### src/rtl/deint_pkg.sv
package deint_pkg;
  typedef enum logic [1:0] {
    RSP_NONE  = 2'd0,
    RSP_DATA  = 2'd1,
    RSP_UNDER = 2'd2
  } rsp_e;
endpackage

### src/rtl/deint_sample_buf.sv
module deint_sample_buf #(
  parameter int NUM_CH   = 4,
  parameter int SAMPLE_W = 8,
  parameter int DEPTH    = 2 * NUM_CH,
  localparam int CW      = $clog2(DEPTH + 1)
) (
  input  logic                         clk,
  input  logic                         rst,
  input  logic                         push,
  input  logic [NUM_CH*SAMPLE_W-1:0]   in_word,
  input  logic [CW-1:0]                pop_n,
  output logic [CW-1:0]                count,
  output logic                         room,
  output logic [NUM_CH*SAMPLE_W-1:0]   head
);
  logic [SAMPLE_W-1:0] mem [DEPTH];
  logic [SAMPLE_W-1:0] nxt [DEPTH];
  logic [CW-1:0]       count_nxt;

  assign room = (count <= CW'(DEPTH - NUM_CH));

  always_comb begin
    int base;
    base = int'(count) - int'(pop_n);
    for (int i = 0; i < DEPTH; i++) begin
      if (i + int'(pop_n) < DEPTH) nxt[i] = mem[i + int'(pop_n)];
      else                         nxt[i] = '0;
      if (push) begin
        for (int j = 0; j < NUM_CH; j++) begin
          if (i == base + j) nxt[i] = in_word[j*SAMPLE_W +: SAMPLE_W];
        end
      end
    end
    count_nxt = count - pop_n + (push ? CW'(NUM_CH) : CW'(0));
  end

  always_ff @(posedge clk) begin
    if (rst) begin
      count <= '0;
      for (int i = 0; i < DEPTH; i++) mem[i] <= '0;
    end else begin
      count <= count_nxt;
      for (int i = 0; i < DEPTH; i++) mem[i] <= nxt[i];
    end
  end

  genvar g;
  generate
    for (g = 0; g < NUM_CH; g++) begin : g_head
      assign head[g*SAMPLE_W +: SAMPLE_W] = mem[g];
    end
  endgenerate

  a_r2_bound: assert property (@(posedge clk) disable iff (rst) count <= CW'(DEPTH));
  a_r2_room_on_push: assert property (@(posedge clk) disable iff (rst)
    push |-> count <= CW'(DEPTH - NUM_CH));
  a_r3_no_underrun: assert property (@(posedge clk) disable iff (rst) pop_n <= count);
  a_r5_idle_hold: assert property (@(posedge clk) disable iff (rst)
    (pop_n == '0 && !push) |=> $stable(count));
  a_r9_empty: assert property (@(posedge clk) rst |=> count == '0);
endmodule

### src/rtl/deint_router.sv
module deint_router #(
  parameter int NUM_CH   = 4,
  parameter int SAMPLE_W = 8,
  parameter int CW       = 4
) (
  input  logic [NUM_CH*SAMPLE_W-1:0] head,
  input  logic [NUM_CH-1:0]          en,
  output logic [NUM_CH*SAMPLE_W-1:0] routed,
  output logic [CW-1:0]              k
);
  always_comb begin
    int run;
    run = 0;
    routed = '0;
    for (int c = 0; c < NUM_CH; c++) begin
      if (en[c]) begin
        routed[c*SAMPLE_W +: SAMPLE_W] = head[run*SAMPLE_W +: SAMPLE_W];
        run = run + 1;
      end
    end
    k = CW'(run);
  end
endmodule

### src/rtl/deint_resp.sv
module deint_resp
  import deint_pkg::*;
#(
  parameter int NUM_CH   = 4,
  parameter int SAMPLE_W = 8,
  parameter int CW       = 4
) (
  input  logic                       clk,
  input  logic                       rst,
  input  logic                       rd_req,
  input  logic [CW-1:0]              k,
  input  logic [CW-1:0]              count,
  input  logic [NUM_CH*SAMPLE_W-1:0] routed,
  output logic                       take,
  output logic                       valid,
  output logic                       underflow,
  output logic [NUM_CH*SAMPLE_W-1:0] data
);
  rsp_e rsp_q, rsp_d;

  assign take = rd_req && (k != '0) && (count >= k);

  always_comb begin
    if (!rd_req || k == '0) rsp_d = RSP_NONE;
    else if (take)          rsp_d = RSP_DATA;
    else                    rsp_d = RSP_UNDER;
  end

  always_ff @(posedge clk) begin
    if (rst) begin
      rsp_q <= RSP_NONE;
      data  <= '0;
    end else begin
      rsp_q <= rsp_d;
      if (take) data <= routed;
    end
  end

  assign valid     = (rsp_q == RSP_DATA);
  assign underflow = (rsp_q == RSP_UNDER);

  a_r6_exclusive: assert property (@(posedge clk) disable iff (rst) !(valid && underflow));
  a_r6_quiet: assert property (@(posedge clk) disable iff (rst)
    !rd_req |=> (!valid && !underflow));
  a_r7_empty_mask: assert property (@(posedge clk) disable iff (rst)
    (rd_req && k == '0) |=> (!valid && !underflow));
  a_r9_flags: assert property (@(posedge clk) rst |=> (!valid && !underflow));
endmodule

### src/rtl/stream_deinterleaver.sv
module stream_deinterleaver #(
  parameter int NUM_CH   = 4,
  parameter int SAMPLE_W = 8
) (
  input  logic                       clk,
  input  logic                       rst,
  input  logic                       s_valid,
  output logic                       s_ready,
  input  logic [NUM_CH*SAMPLE_W-1:0] s_data,
  input  logic                       rd_req,
  input  logic [NUM_CH-1:0]          ch_en,
  output logic                       rd_valid,
  output logic                       rd_underflow,
  output logic [NUM_CH*SAMPLE_W-1:0] ch_data
);
  localparam int DEPTH = 2 * NUM_CH;
  localparam int CW    = $clog2(DEPTH + 1);

  logic [CW-1:0]              count, k, pop_n;
  logic [NUM_CH*SAMPLE_W-1:0] head, routed;
  logic                       take, push;

  assign push  = s_valid && s_ready;
  assign pop_n = take ? k : '0;

  deint_sample_buf #(.NUM_CH(NUM_CH), .SAMPLE_W(SAMPLE_W), .DEPTH(DEPTH)) u_buf (
    .clk(clk), .rst(rst), .push(push), .in_word(s_data), .pop_n(pop_n),
    .count(count), .room(s_ready), .head(head)
  );

  deint_router #(.NUM_CH(NUM_CH), .SAMPLE_W(SAMPLE_W), .CW(CW)) u_route (
    .head(head), .en(ch_en), .routed(routed), .k(k)
  );

  deint_resp #(.NUM_CH(NUM_CH), .SAMPLE_W(SAMPLE_W), .CW(CW)) u_resp (
    .clk(clk), .rst(rst), .rd_req(rd_req), .k(k), .count(count), .routed(routed),
    .take(take), .valid(rd_valid), .underflow(rd_underflow), .data(ch_data)
  );
endmodule

### config.mk
export PLATFORM = sky130hd
export DESIGN_NAME = stream_deinterleaver
export DESIGN_NICKNAME = d
export VERILOG_FILES = /design/src/rtl/deint_pkg.sv /design/src/rtl/deint_sample_buf.sv /design/src/rtl/deint_router.sv /design/src/rtl/deint_resp.sv /design/src/rtl/stream_deinterleaver.sv
export SDC_FILE = /design/constraint.sdc
export NUM_CORES = 1
export LEC_CHECK = 0
export ABC_AREA = 0
export BUFFER_PORTS_ARGS = -buffer_cell sky130_fd_sc_hd__buf_2
export CORE_AREA = 2 2 192 194
export DETAILED_ROUTE_END_ITERATION = 6
export DIE_AREA = 0 0 194 196
export PLACE_DENSITY_LB_ADDON = 0.1
export SLEW_MARGIN = 20
export SYNTH_ARGS = -nofsm -noshare
export SYNTH_HDL_FRONTEND = slang
export SYNTH_SLANG_ARGS = --single-unit
export TNS_END_PERCENT = 50
### constraint.sdc
create_clock -name clk -period 14.7 [get_ports clk]
set_clock_uncertainty 0.1 [all_clocks]
set_input_delay 4.41 -clock clk [delete_from_list [all_inputs] [get_ports clk]]
set_output_delay 4.41 -clock clk [all_outputs]
set_load 0.005 [all_outputs]
==> results of run 1 <==
area by class of cell:
cell class	count	area, um2	share of cell area (%)
multi-input combinational	1164	8070	68.9
inverter	38	145	1.24
clock buffer	9	225	1.92
sequential	102	2040	17.4
timing repair buffer	102	581	4.95
clock inverter	7	66.3	0.566
tap	468	586	5.00
cells in the mapped netlist, drive strengths merged (7+ instances only):
library cell / count / area share, %
o32a: 7 / 0.65
o21a: 9 / 0.63
nand4: 12 / 0.84
a31o: 9 / 0.74
clkbuf: 55 / 1.9
o211ai: 15 / 1.1
a31oi: 21 / 1.2
a21oi: 114 / 5.3
mux2: 17 / 1.8
o31ai: 11 / 0.82
or4: 8 / 0.56
ha: 41 / 4.8
nand3: 65 / 3.1
or3: 7 / 0.41
o221ai: 18 / 1.5
nor4: 12 / 0.76
a22oi: 35 / 2.5
mux2i: 41 / 3.8
nor3: 28 / 1.4
a21o: 10 / 0.70
mux4: 48 / 10
a221oi: 15 / 1.3
nand2b: 14 / 0.82
nand2: 202 / 7.1
dfxtp: 102 / 19
or2: 14 / 0.82
a2111oi: 8 / 0.72
a211oi: 18 / 1.4
o21ai: 74 / 3.5
inv: 38 / 1.4
and2: 9 / 0.53
nor2b: 9 / 0.53
nor2: 137 / 4.8
o22ai: 28 / 1.6
and3: 24 / 1.4
buf: 48 / 2.4
through the flow:
stage	total power [mW]	area [um2]	hold WS, ps	instances	util, %
floorplan	1.07	10700	348	1407	-
global placement	1.42	11400	337	1874	31.7
detailed placement	1.42	11400	342	1874	31.7
CTS	1.69	11700	352	1890	32.5
global route	1.81	11700	366	1890	32.5
finish	1.71	11700	350	1890	32.5
power groups by stage:
stage	combinational [mW]	sequential [mW]	clock (mW)
6_report	1.07	0.380	0.262
5_1_grt	1.15	0.383	0.273
4_1_cts	1.04	0.378	0.266
2_1_floorplan	0.723	0.350	0
3_3_place_gp	1.04	0.384	0
3_5_place_dp	1.04	0.385	0
critical path: cells and delay by family:
family,cells,cell delay [ps]
AND/OR/NAND/NOR,10,3700
adder cells (fa/ha/maj),5,1800
AO/OA/AOI/OAI,6,1760
buffers and inverters,7,1250
XOR/XNOR,1,250
per-layer routing:
layer  up-vias  wire [um]  track usage, %
li1       5356          -               -
met1      5960      24300            39.9
met2       721      24600            45.2
met3       113       5370            6.09
met4         2       2100            10.6
met5         -         13               0
state kept, by name, indices dropped and copies added (netlist names):
| signal | count |
|---|---|
| u_buf.mem | 64 |
| u_resp.data | 32 |
| u_resp.rsp_q | 2 |
| u_buf.count | 4 |
logic make-up after synthesis:
kind of cell	count (synthesis)	share of synthesized area [%]
simple gates	551	24.0
compound gates	452	28.8
buf+inv	141	5.72
mux	106	15.7
flops	102	19.1
fa+ha+maj	44	5.35
xor+xnor	9	1.31
other cells	1	0.0350
how the worst max path moves through the flow:
stage	endpoint	slack, ps
floorplan	u_buf.mem[7][3]	1870
global placement	u_buf.mem[7][1]	1510
detailed placement	u_buf.mem[5][0]	1320
CTS	u_buf.mem[5][0]	1730
global route	u_buf.mem[5][0]	940
finish	u_buf.mem[6][1]	1660
==> reports/qor.txt, run 1 <==
status - finished clean
fillers - 3947
ys flop type - dfxtp_1
FF-to-FF setup slack - 7810 ps
Via density - 6.43
minimum clock period - 13040 ps
# DRC - 0
P_sw - 921 uW
CTS root buffer - clkbuf_16
die height - 196 um
# rows - 70
Worst EP required - 14870 ps
Crit. End Element - flip-flop
worst vdd ir - 0.0000647 V
number of global-route vias before repair - 11300
post-CTS sizing - 0
GR Overflow Total - 0
Syn. warnings - 0
Hold Path Sink - u_resp.data[1]
# nets final - 1501
worst relative slew slack - 19.7%
crit path kind - input pin to flip-flop
FF-to-FF End - u_buf.mem[6][1]
Reg-to-Reg Start - u_buf.count[0]
Hold Fails Final Rpt - 0
Critical Path AT - 13200 ps
initial core utilization - 29.7%
hold depth - 2
cell area after synthesis - 0.0107 mm2
most frequent cells in the layout - 202 x nand2_1, 135 x nor2_1, 114 x a21oi_1
# setup viols final - 0
Leakage Power - 4.27 nW
FFs w/ async S/R, synth - 0%
vias - 12200
wire length per cell - 29.8 um
die outline width - 194 um
clock power share - 15.4%
Cells after Synth - 1406
Clock Latency Late Sink - 400 ps
core area - 0.0361 mm2
most common cell after layout, fill and taps aside - nand2_1
H-tree depth - 3
Max Cap Viol - 0
Flop pwr share - 22.2%
setup_tns - 0 ps
Ports - 75
max frequency - 0.0767 GHz
hold buffers post-CTS - 0
pre-CTS setup slack - 1320 ps
Avg Inst Size Synth - 7.62 um2
post-DP HPWL - 42.7 mm
CTS sink cnt - 102
CP max stage cell - nor3_1
CP startpoint - ch_en[0]
crit start category - input pin
layout cells sized above 1 - 16.2%
Post-synth EDFFs - 0
Total GRT Usage - 29.1%
Iteration-0 DRC Markers - 1490
critical hold path startpoint - u_resp.data[1]
Die ar. - 0.0380 mm2
clk buf depth - 2
Sw Share - 53.9%
CP max stage delay - 960 ps
Internal Pwr Total - 787 uW
Yosys reg bits - 102
max-slew violation count - 0
Pre-antenna DRT Iters - 6
post-route clock period utilization - 88.7%
Post-CTS Setup Bufs - 0
Power Density - 146 mW/mm2
Tightest Pin Transition - 1200 ps
ANT cells - 0
post-synth cell types - 93
setup ws final - 1660 ps
Worst-path clk slew - 90 ps
register area share after synthesis - 19.1%
CTS Buf Count - 9
combinational share of power - 62.4%
Layout area overhead - 9.39%
Final ANT Viol Nets - 0
largest net degree at the start of global routing - 68
initial antenna violation count - 1
Final Wtd Congestion - 1.09
global-route wire length before repair - 81.8 mm
CTS tree - done
Worst R2R Path Depth - 20
I/O Buffers - 74
HP Class - flip-flop to flip-flop
critical path peak fanout - 21
Total Wirelength - 56.3 mm
RSZ-0062 raised after global routing - no
Power figures use the tool's default switching activity.
==> run 2, diff against run 1 <==
--- a/config.mk
+++ b/config.mk
@@ -11,6 +11,7 @@
 export DETAILED_ROUTE_END_ITERATION = 6
 export DIE_AREA = 0 0 194 196
 export PLACE_DENSITY_LB_ADDON = 0.1
+export RECOVER_POWER = 25
 export SLEW_MARGIN = 20
 export SYNTH_ARGS = -nofsm -noshare
 export SYNTH_HDL_FRONTEND = slang
==> run 2 against run 1 <==
Combinational power barely moved. Highest routed layer unchanged. Critical endpoint unchanged. Fmax barely moved. Die area did not move.
==> reports/qor.txt, run 2 (synthesized netlist as in run 1, its figures left out) <==
status - finished clean
H-tree depth - 3 (unchanged)
global route hottest layer - met2
Post-Layout Cell Count - 1890 (unchanged)
Reg-to-Reg Start - u_buf.count[0]
Layout area overhead - 9.18%
CTS Buf Count - 9 (unchanged)
vias - 12200 (+0.033%)
Clock Latency Late Sink - 400 ps (about the same)
crit path kind - input pin to flip-flop
max reg flops - 64 (unchanged)
Via density - 6.43 (about the same)
Hold Fails Final Rpt - 0 (unchanged)
pre-CTS setup slack - 1320 ps (unchanged)
CTS root buffer - clkbuf_16
CP max stage delay - 950 ps (about the same)
fillers - 3952 (+0.13%)
Leakage Power - 4.19 nW (-1.9%)
Crit. End Element - flip-flop
Ports - 75 (unchanged)
core area - 0.0361 mm2 (unchanged)
CP bufs+invs - 7 (unchanged)
setup_tns - 0 ps (unchanged)
initial core utilization - 29.7% (unchanged)
RSZ-0062 raised after global routing - no
most common cell after layout, fill and taps aside - nand2_1
Iteration-0 DRC Markers - 1490 (unchanged)
GR Overflow Total - 0 (unchanged)
Power Density - 146 mW/mm2 (+0.15%)
max frequency - 0.0767 GHz (about the same)
# DRC - 0 (unchanged)
Top Registers - u_buf.mem x64, u_resp.data x32, u_buf.count x4
Tightest Pin Transition - 1190 ps (-5.57 ps)
hold buffers post-CTS - 0 (unchanged)
CP max stage cell - nor3_1
Final ANT Viol Nets - 0 (unchanged)
setup ws final - 1670 ps (+4.58 ps)
Top reg by flops - u_buf.mem
post-DP HPWL - 42.7 mm (unchanged)
worst vdd ir - 0.0000649 V (+0.19%)
Final Wtd Congestion - 1.09 (unchanged)
critical hold path startpoint - u_resp.data[1]
crit start category - input pin
initial antenna violation count - 1 (unchanged)
post-CTS sizing - 0 (unchanged)
post-route clock period utilization - 88.7% (about the same)
CTS sink cnt - 102 (unchanged)
number of global-route vias before repair - 11300 (unchanged)
minimum clock period - 13030 ps (-4.58 ps)
final instance area - 0.0117 mm2 (-0.19%)
met3 Use GR - 6.09% (unchanged)
critical path peak fanout - 21 (unchanged)
Max Cap Viol - 0 (unchanged)
I/O Buffers - 74 (unchanged)
Post-CTS Setup Bufs - 0 (unchanged)
global-route wire length before repair - 81.8 mm (unchanged)
CTS tree - done
HP Class - flip-flop to flip-flop
Total GRT Usage - 29.1% (unchanged)
delay-heaviest family, CP - simple AND/OR/NAND/NOR gates
Total Wirelength - 56.4 mm (+0.20%)
Worst R2R Path Depth - 20 (unchanged)
met2 Use GR - 45.2% (unchanged)
hold depth - 2 (unchanged)
Worst-path clk slew - 90 ps (about the same)
FF-to-FF End - u_buf.mem[6][1]
die height - 196 um (unchanged)
# nets final - 1501 (unchanged)
wire length per cell - 29.9 um (+0.20%)
worst relative slew slack - 20.1% (+0.37 points)
placed insts - 1874 (unchanged)
clk buf depth - 2 (unchanged)
Critical Path AT - 13200 ps (about the same)
# setup viols final - 0 (unchanged)
Hold Path Sink - u_resp.data[1]
Pre-antenna DRT Iters - 6 (unchanged)
die outline width - 194 um (unchanged)
most frequent cells in the layout - 202 x nand2_1, 135 x nor2_1, 114 x a21oi_1
Worst EP required - 14870 ps (about the same)
layout cells sized above 1 - 14.9% (-1.3 points)
met1 Track Usage GR - 39.9% (unchanged)
largest net degree at the start of global routing - 68 (unchanged)
ANT cells - 0 (unchanged)
dpl cell area - 0.0114 mm2 (unchanged)
# rows - 70 (unchanged)
max-slew violation count - 0 (unchanged)
Die ar. - 0.0380 mm2 (unchanged)
FF-to-FF setup slack - 7810 ps (about the same)
-- run 2: cell types whose count changed in the layout (fill, tap and decap cells not counted) --
| cell | delta |
|---|---|
| clkbuf_2 | +1 |
| clkbuf_1 | +18 |
| buf_2 | -19 |
-- run 2: worst max path at each step --
| stage | from | endpoint | cells past startpoint |
|---|---|---|---|
| 4_1_cts | ch_en[0] | u_buf.mem[5][0] | 31 |
| 2_1_floorplan | ch_en[0] | u_buf.mem[7][3] | 36 |
| 6_report | ch_en[0] | u_buf.mem[6][1] | 29 |
| 3_5_place_dp | ch_en[0] | u_buf.mem[5][0] | 31 |
| 3_3_place_gp | ch_en[0] | u_buf.mem[7][1] | 30 |
| 5_1_grt | ch_en[0] | u_buf.mem[5][0] | 30 |
-- run 2: through the flow --
stage / utilization (%) / power [mW] / hold WS (ps)
6_report: 32.4 / 1.71 / 350
5_1_grt: 32.4 / 1.81 / 367
4_1_cts: 32.5 / 1.69 / 352
3_5_place_dp: 31.7 / 1.42 / 342
3_3_place_gp: 31.7 / 1.42 / 337
2_1_floorplan: - / 1.07 / 348
-- run 2: worst min-delay path, stage by stage (launching register included) --
cell and delay [ps]:
dfxtp_1 310, nand2_1 50, a21oi_1 50
-- run 2: final cells by class --
cell class              count  area (um2)  share of cell area [%]
clock buffers               9         225                    1.93
repair buffers            102         558                    4.77
clock inverters             7        66.3                   0.567
well taps                 468         586                    5.01
flip-flops and latches    102        2040                    17.5
inverters                  38         145                    1.24
multi-input cells        1164        8070                    69.0
-- run 2: routing by layer --
metal  wire length (um)  up-vias
met5                 13        -
met4               2090        2
met3               5230      115
met2              24600      723
met1              24500     5962
li1                   -     5354
-- run 2: where the power goes --
| group | leakage (nW) | total [mW] | internal [mW] | switching, mW |
|---|---|---|---|---|
| clock network | 0.142 | 0.263 | 0.120 | 0.143 |
| logic | 3.22 | 1.07 | 0.354 | 0.711 |
| registers | 0.826 | 0.380 | 0.313 | 0.0665 |
| total | 4.19 | 1.71 | 0.787 | 0.921 |
==> run 3, diff against run 2 <==
--- a/config.mk
+++ b/config.mk
@@ -10,7 +10,7 @@
 export CORE_AREA = 2 2 192 194
 export DETAILED_ROUTE_END_ITERATION = 6
 export DIE_AREA = 0 0 194 196
-export PLACE_DENSITY_LB_ADDON = 0.1
+export PLACE_DENSITY_LB_ADDON = 0.05
 export RECOVER_POWER = 25
 export SLEW_MARGIN = 20
 export SYNTH_ARGS = -nofsm -noshare
==> run 3 against run 2 <==
The flow now finishes with violations (design-rule violations). Cell count is 0.16% higher. Critical path type unchanged. Register-to-register slack better by 60 ps. Cell area is 0.22% higher. Flip-flop and latch count stayed put. Combinational power hardly changed. Critical path depth is 1 higher. Die area stayed put. Routed wire length is 5.3% higher. First-iteration DRC count is 9.7% higher. Worst setup slack better by 59 ps. Global-route usage is 1.7 points higher. Sequential power is 1% higher.
==> reports/qor.txt, run 3 (synthesized netlist as in run 1, its figures left out) <==
core area - 0.0361 mm2 (unchanged)
hold buffers post-CTS - 0 (unchanged)
die outline width - 194 um (unchanged)
setup_tns - 0 ps (unchanged)
Clock Latency Late Sink - 390 ps (about the same)
Power Density - 148 mW/mm2 (+1.1%)
status - finished, violations left
CTS root buffer - clkbuf_16
Hold Path Sink - u_resp.data[14]
FF-to-FF setup slack - 7870 ps (+60 ps)
Top reg by flops - u_buf.mem
H-tree depth - 3 (unchanged)
Total Wirelength - 59.4 mm (+5.3%)
post-DP HPWL - 45.3 mm (+6.0%)
pre-CTS setup slack - 1380 ps (+61.9 ps)
critical path peak fanout - 21 (unchanged)
minimum clock period - 12970 ps (-59.0 ps)
worst vdd ir - 0.0000722 V (+11%)
critical hold path startpoint - u_resp.data[14]
CP bufs+invs - 7 (unchanged)
global-route wire length before repair - 85.6 mm (+4.6%)
placed insts - 1876 (+0.11%)
clock power share - 15.6% (+0.2 points)
Final Wtd Congestion - 1.00 (-8.4%)
Worst-path clk slew - 80 ps (about the same)
crit path kind - input pin to flip-flop
layout cells sized above 1 - 15.0% (+0.049 points)
max frequency - 0.0771 GHz (+0.45%)
Total GRT Usage - 30.9% (+1.7 points)
Worst EP required - 14880 ps (about the same)
Post-Layout Cell Count - 1893 (+0.16%)
CTS Buf Count - 9 (unchanged)
Sw Share - 53.1% (-0.82 points)
crit start category - input pin
P_sw - 919 uW (-0.21%)
Via density - 6.47 (+0.57%)
HP Class - flip-flop to flip-flop
vias - 12200 (+0.73%)
most common cell after layout, fill and taps aside - nand2_1
CTS tree - done
RSZ-0062 raised after global routing - no
Die ar. - 0.0380 mm2 (unchanged)
post-CTS sizing - 0 (unchanged)
initial core utilization - 29.7% (unchanged)
Most Frequent Cell on Critical Path - ha_1
Tightest Pin Transition - 1120 ps (-65.4 ps)
FF-to-FF End - u_buf.mem[1][2]
# rows - 70 (unchanged)
Hold Fails Final Rpt - 0 (unchanged)
hold depth - 2 (unchanged)
# DRC - 1 (+1)
max reg flops - 64 (unchanged)
Internal Pwr Total - 812 uW (+3.1%)
die height - 196 um (unchanged)
Layout area overhead - 9.43%
Reg-to-Reg Start - u_buf.count[0]
violations in the final reports - design-rule violations
I/O Buffers - 74 (unchanged)
Crit. End Element - flip-flop
Worst R2R Path Depth - 21 (+5.0%)
combinational share of power - 62.1% (-0.3 points)
worst relative slew slack - 24.4% (+4.3 points)
initial antenna violation count - 1 (unchanged)
most frequent cells in the layout - 202 x nand2_1, 134 x nor2_1, 114 x a21oi_1
hold slack - 349 ps (-1.46 ps)
Pre-antenna DRT Iters - 7 (+1)
clk buf depth - 2 (unchanged)
Max Cap Viol - 0 (unchanged)
CTS sink cnt - 102 (unchanged)
largest net degree at the start of global routing - 69 (+1.5%)
# setup viols final - 0 (unchanged)
CP max stage delay - 760 ps (-190 ps)
max-slew violation count - 0 (unchanged)
Iteration-0 DRC Markers - 1635 (+9.7%)
setup ws final - 1730 ps (+59.0 ps)
GR Overflow Total - 0 (unchanged)
Post-CTS Setup Bufs - 0 (unchanged)
delay-heaviest family, CP - simple AND/OR/NAND/NOR gates
number of global-route vias before repair - 11600 (+2.6%)
wire length per cell - 31.4 um (+5.2%)
Flop pwr share - 22.2% (about the same)
CP max stage cell - ha_1
Top Registers - u_buf.mem x64, u_resp.data x32, u_buf.count x4
Critical Path AT - 13160 ps (-40 ps)
Final ANT Viol Nets - 0 (unchanged)
Ports - 75 (unchanged)
Leakage Power - 4.21 nW (+0.46%)
post-route clock period utilization - 88.3% (-0.40 points)
# nets final - 1503 (+0.13%)
## run 3: cell types whose count changed in the layout (fill, tap and decap cells not counted), moves of 2 or more
cell,previous run,this run
inv_6,3,0
buf_4,28,30
clkbuf_8,0,2
buf_2,55,57
## run 3: worst max path at each step
stage	from	end	slack, ps	cells past startpoint
floorplan	ch_en[0]	u_buf.mem[7][3]	1870	36
global placement	ch_en[0]	u_buf.mem[1][2]	1510	30
detailed placement	ch_en[0]	u_buf.mem[5][0]	1380	31
CTS	ch_en[0]	u_buf.mem[5][0]	1770	31
global route	ch_en[0]	u_buf.mem[1][7]	940	31
finish	ch_en[0]	u_buf.mem[1][2]	1730	30
## run 3: area by class of cell
| type | count | area (um2) |
|---|---|---|
| timing repair buffer | 104 | 574 |
| multi-input combinational | 1164 | 8070 |
| clock inverter | 3 | 42.5 |
| antenna | 1 | 2.50 |
| sequential | 102 | 2040 |
| tap | 468 | 586 |
| clock buffer | 13 | 260 |
| inverter | 38 | 145 |
| fill | 3976 | 24400 |
## run 3: worst reg2reg max path: cells and delay by family, from the launching register on
family          cells  cell delay (ps)
simple gates       11             3160
compound gates      4             1780
fa+ha+maj           4             1020
buf+inv             2              350
flops               1              340
## run 3: layer usage
| layer | vias to the layer above | track usage [%] | share of wire [%] | wire length (um) |
|---|---|---|---|---|
| li1 | 5365 | - | - | - |
| met1 | 6021 | 41.5 | 42 | 25200 |
| met2 | 733 | 48.8 | 45 | 26500 |
| met3 | 126 | 6.40 | 9.1 | 5420 |
| met4 | 0 | 11.4 | 3.8 | 2260 |
| met5 | - | 0 | 0 | 0 |
## run 3: power groups by stage
stage               registers, mW  logic (mW)  clock network, mW
floorplan                   0.350       0.723                  0
global placement            0.389        1.06                  0
detailed placement          0.390        1.05                  0
CTS                         0.383        1.05              0.276
global route                0.390        1.16              0.288
finish                      0.385        1.08              0.270
## run 3: stage by stage
| step | instance area [um2] | utilization, % | power (mW) |
|---|---|---|---|
| 3_5_place_dp | 11400 | 31.7 | 1.44 |
| 4_1_cts | 11700 | 32.5 | 1.71 |
| 6_report | 11700 | 32.5 | 1.73 |
| 2_1_floorplan | 10700 | - | 1.07 |
| 3_3_place_gp | 11400 | 31.7 | 1.45 |
| 5_1_grt | 11700 | 32.5 | 1.83 |
